===== config.mk =====
export PLATFORM = sky130hd
export DESIGN_NAME = gamepad_shift_responder
export DESIGN_NICKNAME = d
export VERILOG_FILES = /design/src/rtl/gp_pkg.sv /design/src/rtl/gp_sync.sv /design/src/rtl/gp_edge.sv /design/src/rtl/gp_reply.sv /design/src/rtl/gp_shifter.sv /design/src/rtl/gamepad_shift_responder.sv
export SDC_FILE = /design/constraint.sdc
export NUM_CORES = 1
export LEC_CHECK = 0
export ABC_CLOCK_PERIOD_IN_PS = 3600
export BUFFER_PORTS_ARGS = -buffer_cell sky130_fd_sc_hd__buf_2
export CAP_MARGIN = 25
export CORE_MARGIN = 3
export CORE_UTILIZATION = 55
export CTS_CLUSTER_DIAMETER = 150
export DETAILED_ROUTE_END_ITERATION = 8
export PLACE_DENSITY_LB_ADDON = 0.08
export SLEW_MARGIN = 20
export SYNTH_ARGS = -nofsm -noshare
export SYNTH_HDL_FRONTEND = slang
export SYNTH_SLANG_ARGS = --single-unit

===== constraint.sdc =====
create_clock -name clk -period 3.6 [get_ports clk]
set_input_delay 0.18 -clock clk [delete_from_list [all_inputs] [get_ports clk]]
set_output_delay 0.18 -clock clk [all_outputs]
set_load 0.01 [all_outputs]

===== src/rtl/gp_pkg.sv =====
package gp_pkg;
  typedef struct packed {
    logic level;
    logic rise;
    logic fall;
  } gp_edge_t;
endpackage


===== src/rtl/gp_sync.sv =====
module gp_sync #(
  parameter int   STAGES  = 2,
  parameter logic RST_VAL = 1'b0
) (
  input  logic clk,
  input  logic rst_n,
  input  logic d_in,
  output logic q_out
);
  logic [STAGES-1:0] stage_q;

  generate
    for (genvar i = 0; i < STAGES; i++) begin : g_stage
      always_ff @(posedge clk or negedge rst_n) begin
        if (!rst_n) stage_q[i] <= RST_VAL;
        else if (i == 0) stage_q[i] <= d_in;
        else stage_q[i] <= stage_q[(i == 0) ? 0 : i-1];
      end
    end
  endgenerate

  assign q_out = stage_q[STAGES-1];
endmodule


===== src/rtl/gp_edge.sv =====
module gp_edge
  import gp_pkg::*;
#(
  parameter logic RST_VAL = 1'b0
) (
  input  logic     clk,
  input  logic     rst_n,
  input  logic     level_in,
  output gp_edge_t ev
);
  logic prev_q;

  always_ff @(posedge clk or negedge rst_n) begin
    if (!rst_n) prev_q <= RST_VAL;
    else        prev_q <= level_in;
  end

  always_comb begin
    ev.level = level_in;
    ev.rise  = level_in & ~prev_q;
    ev.fall  = ~level_in & prev_q;
  end
endmodule


===== src/rtl/gp_reply.sv =====
module gp_reply #(
  parameter int WORD_W  = 16,
  parameter int BTN_N   = 7,
  parameter int ID_W    = WORD_W - BTN_N,
  parameter logic [ID_W-1:0] ID_PATTERN = '0
) (
  input  logic              clk,
  input  logic              rst_n,
  input  logic [BTN_N-1:0]  btn_state,
  output logic [WORD_W-1:0] reply_q
);
  function automatic logic [WORD_W-1:0] build_reply(input logic [BTN_N-1:0] b);
    logic [WORD_W-1:0] w;
    w = '0;
    for (int i = 0; i < BTN_N; i++) w[WORD_W-1-i] = ~b[i];
    w[ID_W-1:0] = ID_PATTERN;
    return w;
  endfunction

  always_ff @(posedge clk or negedge rst_n) begin
    if (!rst_n) reply_q <= build_reply('0);
    else        reply_q <= build_reply(btn_state);
  end
endmodule


===== src/rtl/gp_shifter.sv =====
module gp_shifter
  import gp_pkg::*;
#(
  parameter int WORD_W = 16,
  parameter int CNT_W  = $clog2(WORD_W)
) (
  input  logic              clk,
  input  logic              rst_n,
  input  gp_edge_t          sel_ev,
  input  gp_edge_t          sclk_ev,
  input  logic [WORD_W-1:0] reply_q,
  output logic              active,
  output logic [CNT_W-1:0]  bit_cnt,
  output logic              data_bit
);
  localparam logic [CNT_W-1:0] LAST_IDX = CNT_W'(WORD_W - 1);

  logic [WORD_W-1:0] shreg_q;
  logic              frame_start, frame_stop, advance;

  assign frame_start = sel_ev.fall;
  assign frame_stop  = sel_ev.rise;
  assign advance     = active && sclk_ev.rise && (bit_cnt != LAST_IDX);

  always_ff @(posedge clk or negedge rst_n) begin
    if (!rst_n) begin
      active  <= 1'b0;
      shreg_q <= '0;
      bit_cnt <= '0;
    end else if (frame_start) begin
      active  <= 1'b1;
      shreg_q <= reply_q;
      bit_cnt <= '0;
    end else if (frame_stop) begin
      active  <= 1'b0;
    end else if (advance) begin
      shreg_q <= {shreg_q[WORD_W-2:0], 1'b0};
      bit_cnt <= bit_cnt + 1'b1;
    end
  end

  assign data_bit = shreg_q[WORD_W-1];
endmodule


===== src/rtl/gamepad_shift_responder.sv =====
module gamepad_shift_responder
  import gp_pkg::*;
#(
  parameter int WORD_W      = 16,
  parameter int BTN_N       = 7,
  parameter int SYNC_STAGES = 2,
  parameter int ID_W        = WORD_W - BTN_N,
  parameter logic [ID_W-1:0] ID_PATTERN = 9'h0A5
) (
  input  logic             clk,
  input  logic             rst_n,
  input  logic             host_sel_n,
  input  logic             host_sclk,
  input  logic [BTN_N-1:0] btn_state,
  output logic             fire1_oe,
  output logic             fire1_out,
  output logic             fire2_oe,
  output logic             fire2_out
);
  localparam int CNT_W = $clog2(WORD_W);

  logic              sel_s, sclk_s;
  gp_edge_t          sel_ev, sclk_ev;
  logic [WORD_W-1:0] reply_q;
  logic              active, data_bit;
  logic [CNT_W-1:0]  bit_cnt;
  logic              mode_fall, mode_rise, sclk_rise;

  gp_sync #(.STAGES(SYNC_STAGES), .RST_VAL(1'b1)) u_sync_sel (
    .clk(clk), .rst_n(rst_n), .d_in(host_sel_n), .q_out(sel_s));
  gp_sync #(.STAGES(SYNC_STAGES), .RST_VAL(1'b0)) u_sync_sclk (
    .clk(clk), .rst_n(rst_n), .d_in(host_sclk), .q_out(sclk_s));

  gp_edge #(.RST_VAL(1'b1)) u_edge_sel (
    .clk(clk), .rst_n(rst_n), .level_in(sel_s), .ev(sel_ev));
  gp_edge #(.RST_VAL(1'b0)) u_edge_sclk (
    .clk(clk), .rst_n(rst_n), .level_in(sclk_s), .ev(sclk_ev));

  gp_reply #(.WORD_W(WORD_W), .BTN_N(BTN_N), .ID_W(ID_W), .ID_PATTERN(ID_PATTERN)) u_reply (
    .clk(clk), .rst_n(rst_n), .btn_state(btn_state), .reply_q(reply_q));

  gp_shifter #(.WORD_W(WORD_W), .CNT_W(CNT_W)) u_shift (
    .clk(clk), .rst_n(rst_n), .sel_ev(sel_ev), .sclk_ev(sclk_ev),
    .reply_q(reply_q), .active(active), .bit_cnt(bit_cnt), .data_bit(data_bit));

  assign mode_fall = sel_ev.fall;
  assign mode_rise = sel_ev.rise;
  assign sclk_rise = sclk_ev.rise;

  assign fire1_oe  = ~active;
  assign fire1_out = ~btn_state[1];
  assign fire2_oe  = 1'b1;
  assign fire2_out = active ? data_bit : ~btn_state[0];
endmodule


==> key figures <==
Outcome
  – Status: finished clean

Global route
  – Pin count of the biggest net entering global routing: 35
  – Grt total ovfl: 0
  – Initial antenna violation count: 0
  – Vias in the first global route: 1032
  – First-pass GRT wire length: 4395 um
  – Gr usage total: 17.67%

Routing
  – Routed vias: 972
  – DRT iter0 DRCs: 25
  – Drt pass-1 iters: 4
  – Met1 WL: 1097 um
  – Antenna violation net count after detailed routing: 0
  – Highest metal used: met4
  – Met3 WL post-DR: 107 um
  – Routed len/inst: 14.05 um
  – WL final: 2501 um
  – Vias per inst: 5.461
  – Met2 routed WL: 1232 um
  – Residual DRC: 0

STA
  – Worst-Margin Slew: 739.8 ps
  – Final Slew Violations: 0
  – Fmax: 0.4203 GHz
  – Final setup fails: 0
  – Final hold violation count: 0
  – Final Skew: 9.689 ps
  – Unrepaired setup endpoints after global routing: false
  – Fin Setup TNS: 0 ps
  – Final period util: 66.09%
  – Post-layout minimum cycle time: 2379 ps
  – Worst relative slew slack: 50.58%

Layout
  – # fillers: 199
  – Post-route cell area: 1758 um^2
  – Area Growth Syn to Fin: 16.79%
  – Final #Nets: 161
  – Ant diodes: 0
  – Layout cells sized above 1: 32.43%

Worst setup path
  – CP endpoint kind: flop
  – Largest delay share family, worst path: simple AND/OR/NAND/NOR gates
  – Max incr delay on CP: 680 ps
  – Crit Path Max Fanout: 17
  – Crit-path cells: ha_1 -> nor2b_1 -> a21oi_4 -> mux2_1
  – Critical path type: flop to flop
  – Critical path's slowest cell: nor2b_1
  – Critical Path Start Type: flop
  – CP required: 3840 ps
  – Critical path arrival: 2620 ps
  – CP Buf/Inv Count: 0

Power
  – Cell leakage power: 0.0008008 uW
  – Power density cells: 554.7 nW/um^2
  – Max VDD drop: 0.4629 mV
  – Tot Pwr: 975.1 uW

Worst hold path
  – Worst hold path type: flop to flop

Die
  – Die height: 58.32 um
  – Initial Util: 59.14%
  – Die ar.: 3401 um^2
  – Die Wd: 58.32 um
  – Row Count: 18
  – I/O pin count: 15
  – Core area: 2545 um^2

Clock network
  – Clk root buf: clkbuf_4
  – Worst skew pair latency: 350 ps
  – Setup repair bufs after CTS: 0
  – Worst-path clk slew: 110 ps
  – CTS tree: done
  – H-tree depth: 2
  – CTS Buf Count: 5
  – Clk sinks: 34
  – Longest Clk Path Bufs: 2

Yosys
  – Post-Syn Area: 1505 um^2
  – Seq cells post-synth: 34
  – Post-Syn Area per Cell: 12.04 um^2
  – Syn Inst Count: 125
  – Mapped Nets: 139
  – Warnings, synthesis: 0
  – Netlist cell types: 30
  – Sequential share of the synthesized area: 57.36%

Place
  – Post-detail-place hpwl: 1583 um
  – GPL Wtd Cong: 0.7455
  – # port buffers: 13
  – Post-DP Area: 1551 um^2

Job
  – Max cap viols: 0
## per-stage QoR
stage	hold WS, ps	setup slack, ps	instances	util, %
6_report	369.4	1221	178	69.08
5_1_grt	374.9	1092	178	69.08
4_1_cts	371.8	1217	178	69.08
3_5_place_dp	278.2	1219	160	60.96
3_3_place_gp	272.7	1309	160	60.96
2_1_floorplan	-115.6	1762	125	-
## repair_timing
action                    CTS  global route
hold endpoints to repair   33             0
hold buffers               10             0
resized for setup           0             0
## power by group
part	switching [uW]	total (uW)	leakage [uW]	internal [uW]
registers	35.6	485	0.000405	449
clock network	138	356	0.0000554	217
logic	55.0	135	0.000340	79.7
total	229	975	0.000801	746
## kinds of logic (layout without fill, tap and decap cells)
kind of cell	count (synthesis)	after routing	synth area share, %
buffers and inverters	21	44	6.982
adders and majority gates	3	3	2.494
and+or+nand+nor	26	26	11.39
muxes	15	15	11.22
other	1	1	0.2491
AOI/OAI and AO/OA	25	25	10.31
DFF	34	34	57.36
## worst register-to-register path, stage by stage, from the launching register on
cell,delay [ps]
dfstp_2,540
ha_1,570
nor2b_1,690
a21oi_4,130
mux2_1,350
## flip-flops by register name, summed over array words and instances, names as in the netlist
name,flops
u_shift.shreg_q,16
u_reply.reply_q,7
u_shift.bit_cnt,4
u_edge_sclk.prev_q,1
u_edge_sel.prev_q,1
u_shift.active,1
u_sync_sclk.q_out,1
u_sync_sclk.stage_q,1
u_sync_sel.q_out,1
u_sync_sel.stage_q,1
## worst paths after layout
check	endpoint	start	depth (start not counted)	slack [ps]
max	u_shift.shreg_q[15]	u_edge_sel.prev_q	4	1220
max in group asynchronous	u_shift.active	rst_n	2	2730
max reg2reg	u_shift.shreg_q[15]	u_edge_sel.prev_q	4	1220
min in group asynchronous	u_shift.bit_cnt[1]	rst_n	2	410
min	u_sync_sel.q_out	u_sync_sel.stage_q[0]	0	370
min reg2reg	u_sync_sel.q_out	u_sync_sel.stage_q[0]	0	370
## cell usage after synthesis
cell       instances  area [um^2]
dfrtp_1           24        600.6
inv_1             13        48.80
mux2_2            13        146.4
a21oi_1           10        50.05
dfstp_2           10        262.8
o21ai_0            8        40.04
nand3_1            6        30.03
nand2_1            4        15.01
nor4_1             4        25.02
a221oi_1           3        26.28
buf_2              3        15.01
ha_1               3        37.54
nor2_1             3        11.26
a211oi_1           2        15.01
and3_1             2        12.51
clkbuf_1           2        7.510
mux2_1             2        22.52
a21o_1             1        7.510
a21oi_4            1        16.27
and4_1             1        8.760
and4bb_4           1        16.27
buf_4              1        7.510
buf_6              1        11.26
buf_8              1        15.01
conb_1             1        3.750
nand2_4            1        11.26
nand3_4            1        17.52
nand4bb_1          1        11.26
nor2b_1            1        6.260
or3_1              1        6.260
## routing by layer
layer  up-vias  GRT usage (%)
met5         -              0
met1       469          20.29
met3         8          5.044
li1        477              -
met4         0          13.58
met2        18          27.75
## layout make-up
cell class,instances,area (um^2),share of cell area (%)
Tap cell,30,37.54,2.135
Multi-Input combinational cell,70,536.8,30.53
Sequential cell,34,863.3,49.11
Inverter,13,48.80,2.776
Clock buffer,5,37.54,2.135
Timing Repair Buffer,23,165.2,9.395
Clock inverter,3,68.82,3.915
## cell usage in the layout (no fill, tap or decap)
cell type / n
nand2_4: 1
and4bb_4: 1
and4_1: 1
mux2_2: 13
dfrtp_1: 24
or3_1: 1
a21oi_4: 1
nor2_1: 3
buf_2: 13
a21o_1: 1
a211oi_1: 2
mux2_1: 2
dfstp_2: 10
nand3_1: 6
nor2b_1: 1
and3_1: 2
conb_1: 1
a21oi_1: 10
o21ai_0: 8
a221oi_1: 3
dlygate4sd3_1: 10
nand4bb_1: 1
nor4_1: 4
bufinv_16: 2
nand2_1: 4
ha_1: 3
inv_1: 13
clkbuf_4: 5
clkinv_4: 1
nand3_4: 1
Power figures use the tool's default switching activity.
